==> config.mk <==
export PLATFORM = sky130hd
export DESIGN_NAME = upl_payload_buf
export DESIGN_NICKNAME = d
export VERILOG_FILES = /design/src/rtl/upl_pkg.sv /design/src/rtl/upl_ctrl.sv /design/src/rtl/upl_dpath.sv /design/src/rtl/upl_payload_buf.sv
export SDC_FILE = /design/constraint.sdc
export NUM_CORES = 2
export LEC_CHECK = 0
export BUFFER_PORTS_ARGS = -buffer_cell sky130_fd_sc_hd__clkbuf_2
export CORE_MARGIN = 2
export CORE_UTILIZATION = 33
export DETAILED_ROUTE_END_ITERATION = 7
export PLACE_DENSITY_LB_ADDON = 0.12
export SETUP_SLACK_MARGIN = 0.3
export SLEW_MARGIN = 20
export SYNTH_ARGS = -nofsm -noshare
export SYNTH_HDL_FRONTEND = slang
export SYNTH_SLANG_ARGS = --single-unit
==> constraint.sdc <==
create_clock -name clk -period 2.85 [get_ports clk]
set_clock_uncertainty 0.05 [all_clocks]
set_input_delay 0.4275 -clock clk [delete_from_list [all_inputs] [get_ports clk]]
set_output_delay 0.4275 -clock clk [all_outputs]
set_load 0.005 [all_outputs]
==> src/rtl/upl_pkg.sv <==
package upl_pkg;
  typedef struct packed {
    logic wrEn;
    logic ptrClr;
  } uplStrb_t;
endpackage

==> src/rtl/upl_ctrl.sv <==
module upl_ctrl
  import upl_pkg::*;
#(
  parameter int DEPTH = 256
) (
  input  logic     clk,
  input  logic     rstN,
  input  logic     csN,
  input  logic     byteValid,
  input  logic     clrNotEmpty,
  input  logic     clrOverflow,
  output uplStrb_t strb,
  output logic     evtNotEmpty,
  output logic     evtOverflow,
  output logic     stsNotEmpty,
  output logic     stsOverflow
);
  localparam int CNT_W = $clog2(DEPTH + 2);
  localparam logic [CNT_W-1:0] CNT_OVF = CNT_W'(DEPTH);
  localparam logic [CNT_W-1:0] CNT_SAT = CNT_W'(DEPTH + 1);
  localparam int NUM_EVT = 2;

  logic             csPrev;
  logic             startDet;
  logic             endDet;
  logic             accept;
  logic             ovfHit;
  logic [CNT_W-1:0] byteCnt;

  assign startDet = csPrev & ~csN;
  assign endDet   = ~csPrev & csN;
  assign accept   = byteValid & ~csN;
  assign ovfHit   = accept & ~startDet & (byteCnt == CNT_OVF);

  assign strb.wrEn   = accept;
  assign strb.ptrClr = startDet;

  always_ff @(posedge clk or negedge rstN) begin
    if (!rstN) begin
      csPrev <= 1'b1;
    end else begin
      csPrev <= csN;
    end
  end

  // Byte counter saturates at DEPTH+1 so the overflow compare can match only once
  always_ff @(posedge clk or negedge rstN) begin
    if (!rstN) begin
      byteCnt <= '0;
    end else if (startDet) begin
      byteCnt <= accept ? CNT_W'(1) : '0;
    end else if (accept && (byteCnt != CNT_SAT)) begin
      byteCnt <= byteCnt + 1'b1;
    end
  end

  always_ff @(posedge clk or negedge rstN) begin
    if (!rstN) begin
      evtNotEmpty <= 1'b0;
      evtOverflow <= 1'b0;
    end else begin
      evtNotEmpty <= endDet && (byteCnt != '0);
      evtOverflow <= ovfHit;
    end
  end

  logic [NUM_EVT-1:0] evtVec;
  logic [NUM_EVT-1:0] clrVec;
  logic [NUM_EVT-1:0] stsVec;

  assign evtVec = {evtOverflow, evtNotEmpty};
  assign clrVec = {clrOverflow, clrNotEmpty};
  assign stsNotEmpty = stsVec[0];
  assign stsOverflow = stsVec[1];

  for (genvar g = 0; g < NUM_EVT; g++) begin : gStatus
    always_ff @(posedge clk or negedge rstN) begin
      if (!rstN) begin
        stsVec[g] <= 1'b0;
      end else if (evtVec[g]) begin
        stsVec[g] <= 1'b1;
      end else if (clrVec[g]) begin
        stsVec[g] <= 1'b0;
      end
    end
  end


  ne_after_end_chk: assert property (@(posedge clk) disable iff (!rstN)
    evtNotEmpty |-> $past(csN));

  ne_has_bytes_chk: assert property (@(posedge clk) disable iff (!rstN)
    evtNotEmpty |-> ($past(byteCnt) != '0));

  ovf_single_chk: assert property (@(posedge clk) disable iff (!rstN)
    evtOverflow |=> !evtOverflow);

  ovf_on_byte_chk: assert property (@(posedge clk) disable iff (!rstN)
    evtOverflow |-> $past(byteValid && !csN));

  sts_ne_set_chk: assert property (@(posedge clk) disable iff (!rstN)
    evtNotEmpty |=> stsNotEmpty);

  sts_ovf_set_chk: assert property (@(posedge clk) disable iff (!rstN)
    evtOverflow |=> stsOverflow);
endmodule

==> src/rtl/upl_dpath.sv <==
module upl_dpath
  import upl_pkg::*;
#(
  parameter int DEPTH  = 256,
  parameter int DATA_W = 8
) (
  input  logic                     clk,
  input  logic                     rstN,
  input  uplStrb_t                 strb,
  input  logic [DATA_W-1:0]        byteData,
  input  logic [$clog2(DEPTH)-1:0] rdAddr,
  output logic [DATA_W-1:0]        rdData,
  output logic [$clog2(DEPTH)-1:0] lastIdx
);
  localparam int ADDR_W = $clog2(DEPTH);
  localparam logic [ADDR_W-1:0] LAST = ADDR_W'(DEPTH - 1);

  logic [DATA_W-1:0] mem [DEPTH];
  logic [ADDR_W-1:0] wrPtr;
  logic [ADDR_W-1:0] wrAddr;
  logic [ADDR_W-1:0] nextPtr;

  assign wrAddr  = strb.ptrClr ? '0 : wrPtr;
  assign nextPtr = (wrAddr == LAST) ? '0 : wrAddr + 1'b1;

  always_ff @(posedge clk or negedge rstN) begin
    if (!rstN) begin
      wrPtr   <= '0;
      lastIdx <= '0;
    end else if (strb.wrEn) begin
      wrPtr   <= nextPtr;
      lastIdx <= wrAddr;
    end else if (strb.ptrClr) begin
      wrPtr   <= '0;
    end
  end

  always_ff @(posedge clk) begin
    if (strb.wrEn) begin
      mem[wrAddr] <= byteData;
    end
    rdData <= mem[rdAddr];
  end


  ptr_wrap_chk: assert property (@(posedge clk) disable iff (!rstN)
    (strb.wrEn && !strb.ptrClr && wrPtr == LAST) |=> (wrPtr == '0));

  last_idx_chk: assert property (@(posedge clk) disable iff (!rstN)
    strb.wrEn |=> (lastIdx == $past(wrAddr)));

  idle_hold_chk: assert property (@(posedge clk) disable iff (!rstN)
    !strb.wrEn |=> $stable(lastIdx));

  start_zero_chk: assert property (@(posedge clk) disable iff (!rstN)
    (strb.wrEn && strb.ptrClr) |=> (lastIdx == '0));
endmodule

==> src/rtl/upl_payload_buf.sv <==
module upl_payload_buf
  import upl_pkg::*;
#(
  parameter int DEPTH  = 256,
  parameter int DATA_W = 8,
  localparam int ADDR_W = $clog2(DEPTH)
) (
  input  logic              clk,
  input  logic              rstN,
  input  logic              csN,
  input  logic              byteValid,
  input  logic [DATA_W-1:0] byteData,
  input  logic [ADDR_W-1:0] rdAddr,
  output logic [DATA_W-1:0] rdData,
  output logic [ADDR_W-1:0] lastIdx,
  output logic              evtNotEmpty,
  output logic              evtOverflow,
  input  logic              clrNotEmpty,
  input  logic              clrOverflow,
  output logic              stsNotEmpty,
  output logic              stsOverflow
);
  uplStrb_t strb;

  upl_ctrl #(.DEPTH(DEPTH)) ctrl_i (
    .clk(clk), .rstN(rstN), .csN(csN), .byteValid(byteValid),
    .clrNotEmpty(clrNotEmpty), .clrOverflow(clrOverflow), .strb(strb),
    .evtNotEmpty(evtNotEmpty), .evtOverflow(evtOverflow),
    .stsNotEmpty(stsNotEmpty), .stsOverflow(stsOverflow)
  );

  upl_dpath #(.DEPTH(DEPTH), .DATA_W(DATA_W)) dpath_i (
    .clk(clk), .rstN(rstN), .strb(strb), .byteData(byteData),
    .rdAddr(rdAddr), .rdData(rdData), .lastIdx(lastIdx)
  );
endmodule

Yosys cells after proc, flatten, opt, wreduce, memory -nomap -nowiden
Memory sizes are Yosys's and may differ from the RTL's. A register that Yosys moved wholly into a read port is not among the register bits. Cells that the tools add are included.

Register bits after elaboration: 30. Memory bits (writable): 2048. Output and inout bits: 20. Word-level logic and storage cells: 40. Memories: 1.

$add $sub $neg: 2. Equality and inequality tests: 3. Mux-type cells: 12. Bitwise logic cells: 8. Reductions and logical operators: 6.

Memory list: dpath_i.mem (words 256, bits a word 8, rd ports 1, clocked after Yosys merged registers in 1, wr ports 1, RTL line upl_dpath.sv:18) `logic [DATA_W-1:0] mem [DEPTH];`.

Operators by type and width (number): $mux 8 (3); $mux 9 (2); $add 9x1->9 const B (1); $eq 9x9->1 const B (1); $ne 9x9->1 const B (1); $reduce_bool 9->1 (1); $add 8x1->8 const B (1); $eq 8x8->1 const B (1); $mux 1 (7); $reduce_bool 2->1 (3); $and 1x1->1 (5); $not 1->1 (3); $logic_and 1x1->1 (2).

Depth between registers and ports, before layout
Word-level depth: 6. Gate-level depth with buffers: 12. Mapped depth without buffers: 9.

Hierarchy
A second synthesis with hierarchy kept.

Cells, all modules: 3901. Area total of the unflattened synthesis: 81647.1 um^2.

By module, submodules not included: upl_dpath (times used 1, cells each 3830, area each 80883.8 um^2, seq. area each 62059.5 um^2); upl_ctrl (times used 1, cells each 71, area each 763.2 um^2, seq. area each 351.6 um^2).

Worst setup path after synthesis
Ideal clock, no wire load.

Path type: input -> register. From: input csN. To: memory dpath_i.mem[223][0] (enable). Setup time: 370 ps. Data arrival time: 2182 ps. Slack: 248 ps. Stages: 9. Buffers on the path: 3. Cells stage by stage: nand2b_1 -> clkbuf_1 -> nand2_1 -> inv_1 -> ha_1 -> clkbuf_1 -> nand3_1 -> clkbuf_1 -> nor2_1.

RTL lines: start: declaration (RTL line upl_payload_buf.sv:10) `input logic csN,`; $not 1->1 (RTL line upl_ctrl.sv:30) `assign startDet = csPrev & ~csN;`; $and 1x1->1 (RTL line upl_ctrl.sv:30); $mux 8; named net dpath_i.wrAddr[0] (RTL line upl_dpath.sv:20) `logic [ADDR_W-1:0] wrAddr;`; end: declaration (RTL line upl_dpath.sv:18).

The timed path passes the listed nets, and every way through them passes these cells.

==> flow_metrics.tcl <==
set metrics [dict create \
    endpoint "dpath_i.rdData[0]$_DFF_P_" \
    drt_iter0_drc 3713 \
    critPathArrivalTime_ns 3.21 \
    pre_cts_ws_ns -0.863 \
    ys_seq_area_share_pct 77.3 \
    rsz0062_at_grt "false" \
    syn_nets 3889 \
    ant_nets 0 \
    clkSinkCount 2086 \
    slew_headroom_pct 45.7 \
    required_ns 3.57 \
    yosys_warnings 0 \
    cts_tree "built" \
    fillers 21700 \
    grt_max_degree 93 \
    drive_above_1_share_pct 34.3 \
    setup_slack_ns 0.359 \
    io_pins 42 \
    fmax_ghz 0.401 \
    wirelength_um 240000 \
    reg2reg_depth 8 \
    wl_per_cell_um 29.7 \
    cts_inserted_buffers 222 \
    floorplan.initialDensity_pct 33.2 \
    area_growth_pct 22.0 \
    synthCells 3860 \
    clk_pin_slew_ns 0.06 \
    async_reset_ff_share_pct 1.44 \
    r2r-end "dpath_i.rdData[0]$_DFF_P_" \
    antenna_found_initial 10 \
    multi_input_area_sq_um 17200 \
    vias 41700 \
    drv_cap 0 \
    ys_ff_latch 2086 \
    netlist_area_sq_um 80700 \
    clk_latency_ns 0.88 \
    fp.dieH_um 499 \
    finalSetupTns_ns 0 \
    crit_start "dpath_i.mem[171][0]$_DFFE_PP_" \
    drc 0 \
    final_hold_viol_count 0 \
    grt_pass1_wl_um 337000 \
    wl_met1_um 108000 \
    rrSetupSlack_ns 0.36 \
    vias_per_cell 5.17 \
    synth_edf_count 2048 \
    pwr_density_cell_nw_per_um2 666 \
    regArea_sq_um 62400 \
    power.total_w 0.0656 \
    min-delay-path-class "primary input to flop" \
    firstDrtPassIters 8 \
    worstPathMaxFanout 1 \
    dr.max_layer_used "met5" \
    final_nets 4707 \
    cts_htree_levels 4 \
    drv_slew 0 \
    synth.distinct_cells 60 \
    synthFlopType "edfxtp_1" \
    min_period_ns 2.49 \
    power.leakage_nw 32.1 \
    avgSynthCellArea_sq_um 20.9 \
    startpoint_type "flop" \
    grt_pass1_vias 42800 \
    grt_util_all_layers_pct 19.1 \
    finalSetupViolCount 0 \
    place_hpwl_um 158000 \
    holdWs_ns 0.0442 \
    dieWidth_um 499 \
    worst_slew_pin_slew_ns 0.815 \
    core_sq_um 243000 \
    clock_path_buffers 3 \
    io_buffers 41 \
    wl_met3_um 9920 \
    cts_root_buf "clkbuf_16" \
    die_area_sq_um 249000 \
    gp_congestion 0.817 \
    peakVddDrop_mv 0.662 \
    gr-total-overflow 0 \
    critPathCaptureType "flop" \
    wl_met2_um 118000 \
    critPathKind "flop to flop" \
    num_rows 181 \
    period_share_pct 87.4 \
    r2r-start "dpath_i.mem[171][0]$_DFFE_PP_" \
    run_status "finished clean" \
]
==> power breakdown <==
part	internal, W	switching (W)
logic	0.00158	0.00233
clock network	0.0157	0.0122
registers	0.0337	0.0000889
==> synthesized netlist by cell type (42+ instances only) <==
cell      number  area share (%)
a21oi_1       89            0.55
a221oi_1      44            0.48
a22o_1        46            0.50
a22oi_1      108             1.0
buf_2         51            0.32
clkbuf_1     114            0.53
edfxtp_1    2048              76
mux2i_1      117             1.5
mux4_2       444              12
nand2_1       56            0.26
nor2_1       287             1.3
o22ai_1       42            0.33
==> timing repair <==
action | 4_1_cts | 5_1_grt
endpoints found under the setup margin | 117 | 525
endpoints found under the hold margin | 171 | 0
hold buffers | 11 | 0
buffers inserted | 7 | 0
gates resized for setup | 19 | 17
==> kinds of logic (layout without fill, tap and decap cells) <==
logic type	after synthesis	count (layout)	share of synthesized area, %
flops	2086	2086	77.3
other cells	0	5	0
fa+ha+maj	7	7	0.108
buf+inv	255	1263	1.84
compound gates	458	458	4.10
mux	570	570	14.0
xor+xnor	9	9	0.0976
simple gates	475	475	2.59
==> worst min path at each step <==
stage                                            start                             end  slack, ns  cells after the start
final                                      byteData[5]   dpath_i.mem[163][5]$_DFFE_PP_       0.04                      1
after global routing                       byteData[5]   dpath_i.mem[163][5]$_DFFE_PP_       0.03                      1
after CTS                                  byteData[5]   dpath_i.mem[163][5]$_DFFE_PP_      0.002                      1
after detailed placement  ctrl_i.evtNotEmpty$_DFF_PN0_  ctrl_i.stsNotEmpty$_DFFE_PN0P_       0.40                      1
after global placement    ctrl_i.evtNotEmpty$_DFF_PN0_  ctrl_i.stsNotEmpty$_DFFE_PN0P_       0.39                      1
after floorplan                                   rstN   ctrl_i.byteCnt[0]$_DFFE_PN0P_       0.08                      0
==> worst max-delay path: stages (launching register included) <==
cell      delay [ns]
edfxtp_1        0.35
mux4_2          0.46
a22o_1          0.28
a221oi_2        0.46
buf_4           0.26
o22ai_1         0.11
nor3_1          0.25
buf_4           0.15
nor3_1          0.03
==> through the flow <==
step,cell area (sq um),std cells,utilization (%)
after floorplan,80700,3860,-
after global placement,91000,7637,37.4
after detailed placement,91000,7638,37.4
after CTS,98400,8070,40.4
after global routing,98400,8071,40.5
final,98500,8075,40.5
==> layout by cell type (no fill, tap or decap), types with 34 or more instances in the layout <==
cell and instances:
buf_4 662, nand2_1 55, a22oi_1 108, clkbuf_1 43
mux2i_1 117, a22o_1 46, clkbuf_16 223, mux4_2 444
buf_12 119, clkinv_1 57, o22ai_1 41, nor2_1 274
clkinv_2 50, a21oi_1 88, o221ai_1 39, edfxtp_1 2048
a221oi_1 34
==> metal layers <==
layer	global-route usage, %	vias up
met5	0	-
met4	3.87	2
met3	2.51	236
met2	31.8	955
met1	27.0	22700
li1	-	17800
==> state kept, by name (all words and copies together) (netlist names) <==
signal / flops
dpath_i.rdData: 8
dpath_i.mem: 2048
ctrl_i.stsOverflow: 1
ctrl_i.stsNotEmpty: 1
ctrl_i.csPrev: 1
ctrl_i.evtOverflow: 1
dpath_i.wrPtr: 8
ctrl_i.byteCnt: 9
ctrl_i.evtNotEmpty: 1
dpath_i.lastIdx: 8
==> cell type report <==
cell class	count	share of cell area, %
sequential	2086	63.4
clock inverter	142	1.20
inverter	12	0.0457
clock buffer	272	5.92
timing repair buffer	837	7.94
tap	3202	4.07
antenna	5	0.0127
multi-input combinational	1519	17.4
Power figures use the tool's default switching activity.
